$ cat config.mk
export PLATFORM = sky130hd
export DESIGN_NAME = fc_pause_timers
export DESIGN_NICKNAME = d
export VERILOG_FILES = /design/src/rtl/fc_timer_pkg.sv /design/src/rtl/fc_req_decode.sv /design/src/rtl/fc_quanta_timer.sv /design/src/rtl/fc_pause_timers.sv
export SDC_FILE = /design/constraint.sdc
export NUM_CORES = 1
export LEC_CHECK = 0
export ABC_AREA = 0
export BUFFER_PORTS_ARGS = -buffer_cell sky130_fd_sc_hd__clkbuf_2
export CELL_PAD_IN_SITES_DETAIL_PLACEMENT = 1
export CELL_PAD_IN_SITES_GLOBAL_PLACEMENT = 1
export CORE_MARGIN = 3
export CORE_UTILIZATION = 45
export CTS_BUF_LIST = sky130_fd_sc_hd__clkbuf_16
export DETAILED_ROUTE_END_ITERATION = 10
export GPL_ROUTABILITY_DRIVEN = 0
export PLACE_DENSITY_LB_ADDON = 0.1
export SYNTH_ARGS = -nofsm -noshare
export SYNTH_HDL_FRONTEND = slang
export SYNTH_HIERARCHICAL = 1
export SYNTH_SLANG_ARGS = --single-unit
$ cat constraint.sdc
create_clock -name clk -period 2.23 [get_ports clk]
set_clock_uncertainty 0.05 [all_clocks]
set_input_delay 0.1115 -clock clk [delete_from_list [all_inputs] [get_ports clk]]
set_output_delay 0.1115 -clock clk [all_outputs]
set_load 0.01 [all_outputs]
$ cat src/rtl/fc_timer_pkg.sv
// Package: shared sizing constants for the receive pause timer bank.
// Assumes quanta are 16-bit values and one quanta is 2**QUANTA_SHIFT cycles.
package fc_timer_pkg;
    localparam int NUM_PRIO     = 8;
    localparam int QUANTA_W     = 16;
    localparam int QUANTA_SHIFT = 9;   // 512 cycles per quanta
endpackage

$ cat src/rtl/fc_req_decode.sv
// Module: fc_req_decode
// Turns the link and class request strobes into one load strobe and one
// quanta value per timer. Slot 0 is the link timer; slot i+1 is class i.
// Assumes at most one strobe of each kind per cycle; both kinds may coincide.
module fc_req_decode #(
    parameter int NUM_PRIO = 8,
    parameter int QUANTA_W = 16
) (
    input  logic                         link_req,
    input  logic [QUANTA_W-1:0]          link_quanta,
    input  logic                         prio_req,
    input  logic [NUM_PRIO-1:0]          prio_class_en,
    input  logic [NUM_PRIO*QUANTA_W-1:0] prio_quanta,
    output logic [NUM_PRIO:0]            slot_load,
    output logic [QUANTA_W-1:0]          slot_quanta [NUM_PRIO+1]
);
    // Link slot: load on every link strobe.
    always_comb begin
        slot_load[0]   = link_req;
        slot_quanta[0] = link_quanta;
    end

    // Class slots: a class loads only when its enable bit is set.
    for (genvar i = 0; i < NUM_PRIO; i++) begin : g_cls
        always_comb begin
            slot_load[i+1]   = prio_req && prio_class_en[i];
            slot_quanta[i+1] = prio_quanta[i*QUANTA_W +: QUANTA_W];
        end
    end
endmodule

$ cat src/rtl/fc_quanta_timer.sv
// Module: fc_quanta_timer
// One pause countdown in cycles. A load replaces the count with
// quanta << SHIFT (zero quanta clears it). Otherwise the count decrements on
// qualified cycles and saturates at zero. active is high while the count is
// non-zero.
// Assumes load is a single-cycle strobe.
module fc_quanta_timer #(
    parameter int QUANTA_W = 16,
    parameter int SHIFT    = 9
) (
    input  logic                clk,
    input  logic                rst_n,
    input  logic                cnt_en,
    input  logic                load,
    input  logic [QUANTA_W-1:0] load_quanta,
    output logic                active
);
    localparam int CW = QUANTA_W + SHIFT;
    localparam logic [CW-1:0] ONE = CW'(1);

    logic [CW-1:0] count;

    // Countdown register: load wins, else decrement on valid non-zero.
    always_ff @(posedge clk) begin
        if (!rst_n)
            count <= '0;
        else if (load)
            count <= {load_quanta, {SHIFT{1'b0}}};
        else if (cnt_en && (count != '0))
            count <= count - ONE;
    end

    // Output: pause is asserted while time remains.
    assign active = (count != '0);

    AST_LOAD_VALUE: assert property (@(posedge clk) disable iff (!rst_n)
        load |=> count == {$past(load_quanta), {SHIFT{1'b0}}});
    AST_XON_CLEAR: assert property (@(posedge clk) disable iff (!rst_n)
        (load && load_quanta == '0) |=> !active);
    AST_STALL_HOLD: assert property (@(posedge clk) disable iff (!rst_n)
        (!load && !cnt_en) |=> $stable(count));
    AST_STEP_ONE: assert property (@(posedge clk) disable iff (!rst_n)
        (!load && cnt_en && active) |=> count == $past(count) - ONE);
    AST_NO_WRAP: assert property (@(posedge clk) disable iff (!rst_n)
        (!load && !active) |=> !active);
endmodule

$ cat src/rtl/fc_pause_timers.sv
// Module: fc_pause_timers (top)
// Receive flow-control timer bank: one link pause timer and NUM_PRIO class
// timers, fed by decoded XOFF/XON requests. It drives the pause levels and a
// transmit-hold level toward the transmit client.
// Assumes requests arrive already decoded from valid pause frames.
module fc_pause_timers
    import fc_timer_pkg::*;
#(
    parameter int N_PRIO  = NUM_PRIO,
    parameter int Q_W     = QUANTA_W,
    parameter int Q_SHIFT = QUANTA_SHIFT
) (
    input  logic                     clk,
    input  logic                     rst_n,
    input  logic                     cnt_en,
    input  logic                     cfg_link_stop,
    input  logic                     link_req,
    input  logic [Q_W-1:0]           link_quanta,
    input  logic                     prio_req,
    input  logic [N_PRIO-1:0]        prio_class_en,
    input  logic [N_PRIO*Q_W-1:0]    prio_quanta,
    output logic                     link_pause_o,
    output logic                     link_tx_hold_o,
    output logic [N_PRIO-1:0]        prio_pause_o
);
    localparam int N_SLOT = N_PRIO + 1;

    logic [N_SLOT-1:0] slot_load;
    logic [Q_W-1:0]    slot_quanta [N_SLOT];
    logic [N_SLOT-1:0] slot_active;

    fc_req_decode #(.NUM_PRIO(N_PRIO), .QUANTA_W(Q_W)) u_decode (
        .link_req     (link_req),
        .link_quanta  (link_quanta),
        .prio_req     (prio_req),
        .prio_class_en(prio_class_en),
        .prio_quanta  (prio_quanta),
        .slot_load    (slot_load),
        .slot_quanta  (slot_quanta)
    );

    for (genvar s = 0; s < N_SLOT; s++) begin : g_tmr
        fc_quanta_timer #(.QUANTA_W(Q_W), .SHIFT(Q_SHIFT)) u_tmr (
            .clk        (clk),
            .rst_n      (rst_n),
            .cnt_en     (cnt_en),
            .load       (slot_load[s]),
            .load_quanta(slot_quanta[s]),
            .active     (slot_active[s])
        );
    end

    // Output mapping: slot 0 is the link timer, the rest are classes.
    always_comb begin
        link_pause_o   = slot_active[0];
        prio_pause_o   = slot_active[N_SLOT-1:1];
        link_tx_hold_o = cfg_link_stop && slot_active[0];
    end

    AST_CLASS_UNTOUCHED: assert property (@(posedge clk) disable iff (!rst_n)
        (!link_req && !prio_req && !cnt_en) |=> $stable(prio_pause_o));
    AST_XON_LINK: assert property (@(posedge clk) disable iff (!rst_n)
        (link_req && link_quanta == '0) |=> !link_pause_o && !link_tx_hold_o);
endmodule

==> flow_metrics.env, run 1 <==
export IMPL_antenna_cells=0
export IMPL_max_slew_margin_pct=60.4
export IMPL_crit_type="flop to output pin"
export IMPL_seq_area_frac_synth_pct=31.9
export IMPL_dr_max_layer_used="met4"
export IMPL_start_util_pct=45.8
export IMPL_min_path_type="input port to flop"
export IMPL_worstSetupEndpointType="output pin"
export IMPL_area_growth_pct=29.7
export IMPL_met1_length_um=20900
export IMPL_p_comb_share_pct=36.2
export IMPL_synth_top_area_cell="dfxtp_1"
export IMPL_clockBufferDepth=3
export IMPL_yosysTopAreaCellShare_pct=31.9
export IMPL_crit_path_cell_trace="or4_4 > nor3_4 > buf_6 > nand2_4 > and2_4 > buf_6"
export IMPL_clockRootBuffer="clkbuf_16"
export IMPL_period_share_pct=101
export IMPL_rsz0062_at_grt="yes"
export IMPL_cp_start_kind="flop"
export IMPL_dp_hpwl_um=28800
export IMPL_largest_reg_flops=225
export IMPL_grt_max_degree=37
export IMPL_critPathBufInv=2
export IMPL_nNetsFinal=2148
export IMPL_wl_um=47600
export IMPL_wl_per_cell_um=19.9
export IMPL_ys_types=60
export IMPL_grt_pass1_wl_um=74100
export IMPL_peakVddDrop_v=0.000706
export IMPL_viasPerCell=5.81
export IMPL_synth_common_cells="dfxtp_1, o21ai_0, buf_4"
export IMPL_critPathTopFamily="simple AND/OR/NAND/NOR gates"
export IMPL_hold_slack_ps=19.6
export IMPL_internal_power_mw=9.46
export IMPL_holdPathEnd="g_tmr[8].u_tmr/count[16]"
export IMPL_clkPwrFrac_pct=29.0
export IMPL_regMostFlops="g_tmr.u_tmr/count"
export IMPL_violations="negative setup slack"
export IMPL_power_leakage_nw=6.95
export IMPL_hp_start="prio_class_en[7]"
export IMPL_fin_crit_ps=2250
export IMPL_finalHoldViolCount=0
export IMPL_drc=0
export IMPL_post_synth_top_count_cell="dfxtp_1"
export IMPL_dieHeight_um=183
export IMPL_required_ps=2070
export IMPL_status="finished with violations"
export IMPL_crit_path_frequent_cell="buf_6"
export IMPL_netlist_area_um2=14100
export IMPL_hold_depth=4
export IMPL_syn_nets=1825
export IMPL_reg2reg_from="g_tmr[0].u_tmr/count[5]"
export IMPL_ys_seq_elements=225
export IMPL_finalMaxSlewViolations=0
export IMPL_io_pins=168
export IMPL_yosysWarnings=6
export IMPL_power_density_nw_per_um2=794
export IMPL_wl_met2_um=23500
export IMPL_cts_sinks=225
export IMPL_cts_max_level=1
export IMPL_cpPeakStageDelay_ps=580
export IMPL_setup_viol=3
export IMPL_r2r_end="g_tmr[0].u_tmr/count[15]"
export IMPL_largestRegisters="g_tmr.u_tmr/count: 225 flops"
export IMPL_switchingPower_mw=5.06
export IMPL_drive_above_1_share_pct=29.7
export IMPL_ant_nets=0
export IMPL_die_w_um=183
export IMPL_arrival_ps=2090
export IMPL_grt_total_usage_pct=26.4
export IMPL_pwr_share_seq_pct=34.7
export IMPL_place_ws_ps=24.5
export IMPL_crit_slowest_cell="or4_4"
export IMPL_numPortBuffers=167
export IMPL_reg2reg_depth=6
export IMPL_dr_first_iter_drc_count=589
export IMPL_drtPass1Iterations=5
export IMPL_core_um2=30700
export IMPL_rrSetupSlack_ps=-10
export IMPL_timing_critical_path_fanout_max=5
export IMPL_num_rows=64
export IMPL_clock_latency_ps=540
export IMPL_synth_async_reset_ratio_pct=0
export IMPL_cts_inserted_buffers=28
export IMPL_worst_pin_slew_ps=593
export IMPL_fmax_mhz=444
export IMPL_switching_share_pct=34.9
export IMPL_avgSynthCellArea_um2=8.50
export IMPL_finalPower_mw=14.5
export IMPL_stdcell_count=2394
export IMPL_antenna_found_initial=0
export IMPL_max_cap_viol_count=0
export IMPL_overflow=0
export IMPL_grt_pass1_vias=14522
export IMPL_vias=13913
export IMPL_fillers=3613
export IMPL_cts_clk_slew_worst_paths_ps=60
export IMPL_place_inst=2124
export IMPL_cts_tree="built"
export IMPL_wl_met3_um=1850
export IMPL_synth_edf_count=0
export IMPL_synth_main_ff_cell="dfxtp_1"
export IMPL_synth_area_top_cells="dfxtp_1, buf_4, xnor2_1"
export IMPL_worst_slack_ps=-20.9
export IMPL_synthCells=1658
export IMPL_dieArea_um2=33500
metrics by stage:
| stage | area, um2 | util [%] | TNS (ps) |
|---|---|---|---|
| after floorplan | 14100 | - | 0 |
| after global routing | 18300 | 59.5 | -809 |
| after detailed placement | 14900 | 48.4 | 0 |
| after CTS | 17800 | 57.7 | -53.2 |
| final | 18300 | 59.5 | -36.7 |
| after global placement | 14900 | 48.4 | 0 |
area by class of cell:
class	count	area [um2]	area share [%]
timing repair buffer	508	3920	21.4
multi-input combinational	1177	8340	45.6
sequential	225	4560	24.9
inverter	41	156	0.855
clock buffer	29	726	3.97
clock inverter	18	101	0.554
tap	396	495	2.71
cell usage in the layout (no fill, tap or decap), types with 8 or more instances in the layout:
| cell type | n |
|---|---|
| a2111oi_1 | 8 |
| a211oi_1 | 36 |
| a21bo_2 | 9 |
| a21oi_1 | 144 |
| a311oi_1 | 9 |
| a31oi_1 | 38 |
| and2_1 | 16 |
| and4b_2 | 8 |
| buf_4 | 167 |
| buf_6 | 23 |
| clkbuf_16 | 29 |
| clkbuf_2 | 158 |
| clkinv_1 | 8 |
| dfxtp_1 | 196 |
| dfxtp_2 | 22 |
| dlygate4sd3_1 | 154 |
| inv_1 | 42 |
| nand2_1 | 61 |
| nand3_1 | 25 |
| nand3b_1 | 14 |
| nand4_1 | 35 |
| nand4b_1 | 15 |
| nor2_1 | 97 |
| nor3_1 | 28 |
| nor3_4 | 9 |
| nor3b_1 | 14 |
| nor4_1 | 30 |
| nor4_4 | 10 |
| o211ai_1 | 15 |
| o21a_1 | 8 |
| o21ai_0 | 151 |
| o31ai_1 | 19 |
| or2_2 | 19 |
| or3_1 | 18 |
| or4_1 | 22 |
| or4_2 | 14 |
| or4_4 | 28 |
| xnor2_1 | 105 |
| xor2_1 | 38 |
layer usage:
metal,up-vias,GRT usage [%]
met5,-,0
met4,0,7.34
met3,95,3.85
met2,313,46.5
met1,6802,33.7
li1,6703,-
logic make-up (layout without fill, tap and decap cells):
group	after synthesis	after routing	share of synthesized area (%)
DFF	225	225	31.9
and+or+nand+nor	525	525	24.2
xor gates and xnor gates	143	143	8.88
AOI/OAI and AO/OA	500	500	22.6
adders and majority gates	9	9	0.799
buffers and inverters	256	596	11.5
how the worst max path moves through the flow:
stage                                        start                       end  cells after the start  slack, ps
after floorplan            g_tmr[5].u_tmr/count[0]   g_tmr[5].u_tmr/count[7]                      8         90
after global placement    g_tmr[2].u_tmr/count[14]  g_tmr[2].u_tmr/count[23]                      5         40
after detailed placement  g_tmr[4].u_tmr/count[20]   g_tmr[4].u_tmr/count[8]                      5         20
after CTS                  g_tmr[0].u_tmr/count[1]            link_tx_hold_o                      8        -50
after global routing       g_tmr[6].u_tmr/count[4]           prio_pause_o[5]                      4       -130
final                      g_tmr[0].u_tmr/count[5]            link_tx_hold_o                      6        -20
power by group through the flow:
stage	Clock, mW	Sequential (mW)	Combinational [mW]
final	4.21	5.05	5.26
after CTS	4.32	5.01	4.80
after floorplan	0	4.96	3.11
after global placement	0	5.05	4.10
after global routing	4.47	5.12	5.73
after detailed placement	0	5.07	4.20
repair_timing:
action	CTS	global route
buffers inserted	33	34
pin swaps	17	44
endpoints found under the setup margin	11	68
cloned	3	0
endpoints found under the hold margin	144	0
resized for setup	73	91
hold buffers	154	0
worst min-delay path, delay by kind of cell:
kind	cells	cell delay, ps
AO/OA/AOI/OAI	1	60
buffers and inverters	1	70
AND/OR/NAND/NOR	2	320
No activity file was read; power rests on OpenSTA's default activity.
==> run 2: changes to the inputs <==
--- a/config.mk
+++ b/config.mk
@@ -5,12 +5,12 @@
 export SDC_FILE = /design/constraint.sdc
 export NUM_CORES = 1
 export LEC_CHECK = 0
-export ABC_AREA = 0
+export ABC_AREA = 1
 export BUFFER_PORTS_ARGS = -buffer_cell sky130_fd_sc_hd__clkbuf_2
 export CELL_PAD_IN_SITES_DETAIL_PLACEMENT = 1
 export CELL_PAD_IN_SITES_GLOBAL_PLACEMENT = 1
 export CORE_MARGIN = 3
-export CORE_UTILIZATION = 45
+export CORE_UTILIZATION = 42
 export CTS_BUF_LIST = sky130_fd_sc_hd__clkbuf_16
 export DETAILED_ROUTE_END_ITERATION = 10
 export GPL_ROUTABILITY_DRIVEN = 0
==> run 2 against run 1 <==
Effect of this change:
- combinational power rose by 37%
- the run now ends clean
- total power grew 18%
- register-to-register slack better by 240 ps
- maximum frequency is 7.0% higher
- sequential power fell by 0.8%
==> flow_metrics.env, run 2 <==
export IMPL_power_density_nw_per_um2=819
export IMPL_synth_area_top_cells="dfxtp_1, nand2_1, nand3_1"
export IMPL_drc=0
export IMPL_wl_per_cell_um=15.4
export IMPL_cts_inserted_buffers=30
export IMPL_required_ps=2070
export IMPL_numPortBuffers=167
export IMPL_place_ws_ps=172
export IMPL_finalMaxSlewViolations=0
export IMPL_peakVddDrop_v=0.000555
export IMPL_design_area_um2=20900
export IMPL_max_cap_viol_count=0
export IMPL_synth_edf_count=0
export IMPL_r2r_end="g_tmr[7].u_tmr/count[7]"
export IMPL_seq_area_frac_synth_pct=25.0
export IMPL_synth_top_area_cell="dfxtp_1"
export IMPL_setup_viol=0
export IMPL_cts_sinks=225
export IMPL_cp_start_kind="flop"
export IMPL_dp_hpwl_um=42800
export IMPL_worstSetupEndpointType="output pin"
export IMPL_drtPass1Iterations=5
export IMPL_post_synth_top_count_cell="nand2_1"
export IMPL_tns_ps=0
export IMPL_finalPower_mw=17.1
export IMPL_arrival_ps=1940
export IMPL_cts_tree="built"
export IMPL_dieArea_um2=45500
export IMPL_rrSetupSlack_ps=230
export IMPL_yosysWarnings=6
export IMPL_synth_async_reset_ratio_pct=0
export IMPL_grt_total_usage_pct=25.6
export IMPL_drive_above_1_share_pct=12.2
export IMPL_clockBufferDepth=3
export IMPL_dpl_cell_area_um2=18400
export IMPL_fin_crit_ps=2100
export IMPL_clkPwrFrac_pct=28.5
export IMPL_synth_main_ff_cell="dfxtp_1"
export IMPL_crit_slowest_cell="dfxtp_1"
export IMPL_avgSynthCellArea_um2=5.82
export IMPL_dieHeight_um=213
export IMPL_finalHoldViolCount=0
export IMPL_synth_common_cells="nand2_1, inv_1, nor2_1"
export IMPL_cpPeakStageDelay_ps=310
export IMPL_largestRegisters="g_tmr.u_tmr/count: 225 flops"
export IMPL_hp_start="link_req"
export IMPL_worst_pin_slew_ps=538
export IMPL_cts_max_level=1
export IMPL_internal_power_mw=9.78
export IMPL_fmax_mhz=475
export IMPL_layout_common_cells="nand2_1, inv_1, nor2_1"
export IMPL_crit_path_cell_trace="inv_1 > ha_4 > nand2_1 > nor2_2 > nand2_2 > nor2_2 > nand2_2 > nand2_1 > inv_1 > clkbuf_2"
export IMPL_reg2reg_depth=10
export IMPL_largest_reg_flops=225
export IMPL_grt_max_degree=28
export IMPL_regMostFlops="g_tmr.u_tmr/count"
export IMPL_start_util_pct=42.8
export IMPL_min_path_type="input port to flop"
export IMPL_dr_first_iter_drc_count=810
export IMPL_holdPathEnd="g_tmr[0].u_tmr/count[16]"
export IMPL_area_growth_pct=15.7
export IMPL_grt_pass1_wl_um=97900
export IMPL_syn_nets=3266
export IMPL_synthCells=3099
export IMPL_yosysTopAreaCellShare_pct=25.0
export IMPL_wl_um=59200
export IMPL_vias=19716
export IMPL_power_leakage_nw=10.8
export IMPL_nNetsFinal=3447
export IMPL_io_pins=168
export IMPL_hold_depth=5
export IMPL_crit_type="flop to output pin"
export IMPL_grt_pass1_vias=20343
export IMPL_cts_clk_slew_worst_paths_ps=60
export IMPL_switching_share_pct=42.8
export IMPL_num_rows=75
export IMPL_antenna_cells=0
export IMPL_ys_types=29
export IMPL_max_slew_margin_pct=64.0
export IMPL_ys_seq_elements=225
export IMPL_reg2reg_from="g_tmr[7].u_tmr/count[0]"
export IMPL_viasPerCell=5.14
export IMPL_antenna_found_initial=0
export IMPL_switchingPower_mw=7.31
export IMPL_status="finished, final reports clean"
export IMPL_period_share_pct=94.3
export IMPL_ant_nets=0
export IMPL_post_cts_buffers=0
export IMPL_core_um2=42100
export IMPL_pwr_share_seq_pct=29.3
export IMPL_worst_slack_ps=127
export IMPL_timing_critical_path_fanout_max=3
export IMPL_final_common_cell="nand2_1"
export IMPL_clock_latency_ps=590
export IMPL_die_w_um=213
export IMPL_overflow=0
export IMPL_p_comb_share_pct=42.2
export IMPL_clockRootBuffer="clkbuf_16"
export IMPL_netlist_area_um2=18000
export IMPL_rsz0062_at_grt="yes"
## run 2: layer usage
metal | global-route usage [%] | share of wire [%] | vias to the layer above
met1 | 31.2 | 45 | 9414
li1 | - | - | 9930
met5 | 0 | 0 | -
met3 | 3.01 | 2.8 | 97
met2 | 47.3 | 50 | 275
met4 | 7.63 | 2.7 | 0
## run 2: timing repair
item,in CTS,in global routing
pin swaps,0,2
setup endpoints to repair,2,34
hold buffers,147,0
resized for setup,2,17
hold endpoints to repair,150,0
## run 2: area by class of cell
cell class              instances  area (um2)
clock buffers                  30         751
clock inverters                21         209
fillers                      5905       21300
inverters                     412        1550
multi-input cells            2249       10500
flip-flops and latches        225        4500
well taps                     539         674
repair buffers                362        2710
## run 2: power groups by stage
stage	clock (mW)	combinational (mW)	sequential, mW
2_1_floorplan	0	5.44	4.91
3_3_place_gp	0	6.63	5.06
3_5_place_dp	0	6.89	5.08
4_1_cts	5.02	7.15	5.00
5_1_grt	5.16	8.22	5.08
6_report	4.86	7.22	5.01
## run 2: cell families after synthesis
logic type	synth area share [%]
adder cells (fa/ha/maj)	0.624
flip-flops	25.0
XOR/XNOR	0.631
buffers and inverters	17.4
AND/OR/NAND/NOR	48.7
AO/OA/AOI/OAI	7.70
## run 2: worst max-delay path by stage
stage,from,cells past startpoint,endpoint
floorplan,g_tmr[5].u_tmr/count[0],13,g_tmr[5].u_tmr/count[9]
global placement,g_tmr[6].u_tmr/count[0],12,g_tmr[6].u_tmr/count[11]
detailed placement,g_tmr[6].u_tmr/count[0],12,g_tmr[6].u_tmr/count[17]
CTS,g_tmr[2].u_tmr/count[0],8,prio_pause_o[1]
global route,g_tmr[0].u_tmr/count[1],10,link_tx_hold_o
finish,g_tmr[0].u_tmr/count[1],10,link_tx_hold_o
## run 2: per-stage QoR
| stage | hold slack (ps) | util, % | cells |
|---|---|---|---|
| floorplan | 271 | - | 3099 |
| finish | 88.1 | 49.5 | 3838 |
| global placement | 353 | 43.6 | 3640 |
| CTS | 55.8 | 49.3 | 3838 |
| detailed placement | 365 | 43.6 | 3640 |
| global route | 119 | 49.5 | 3838 |
## run 2: critical path, delay by kind of cell (launching register included)
family                   cells  cell delay, ps
buffers and inverters        3             270
adder cells (fa/ha/maj)      1             160
flip-flops                   1             310
AND/OR/NAND/NOR              6             610
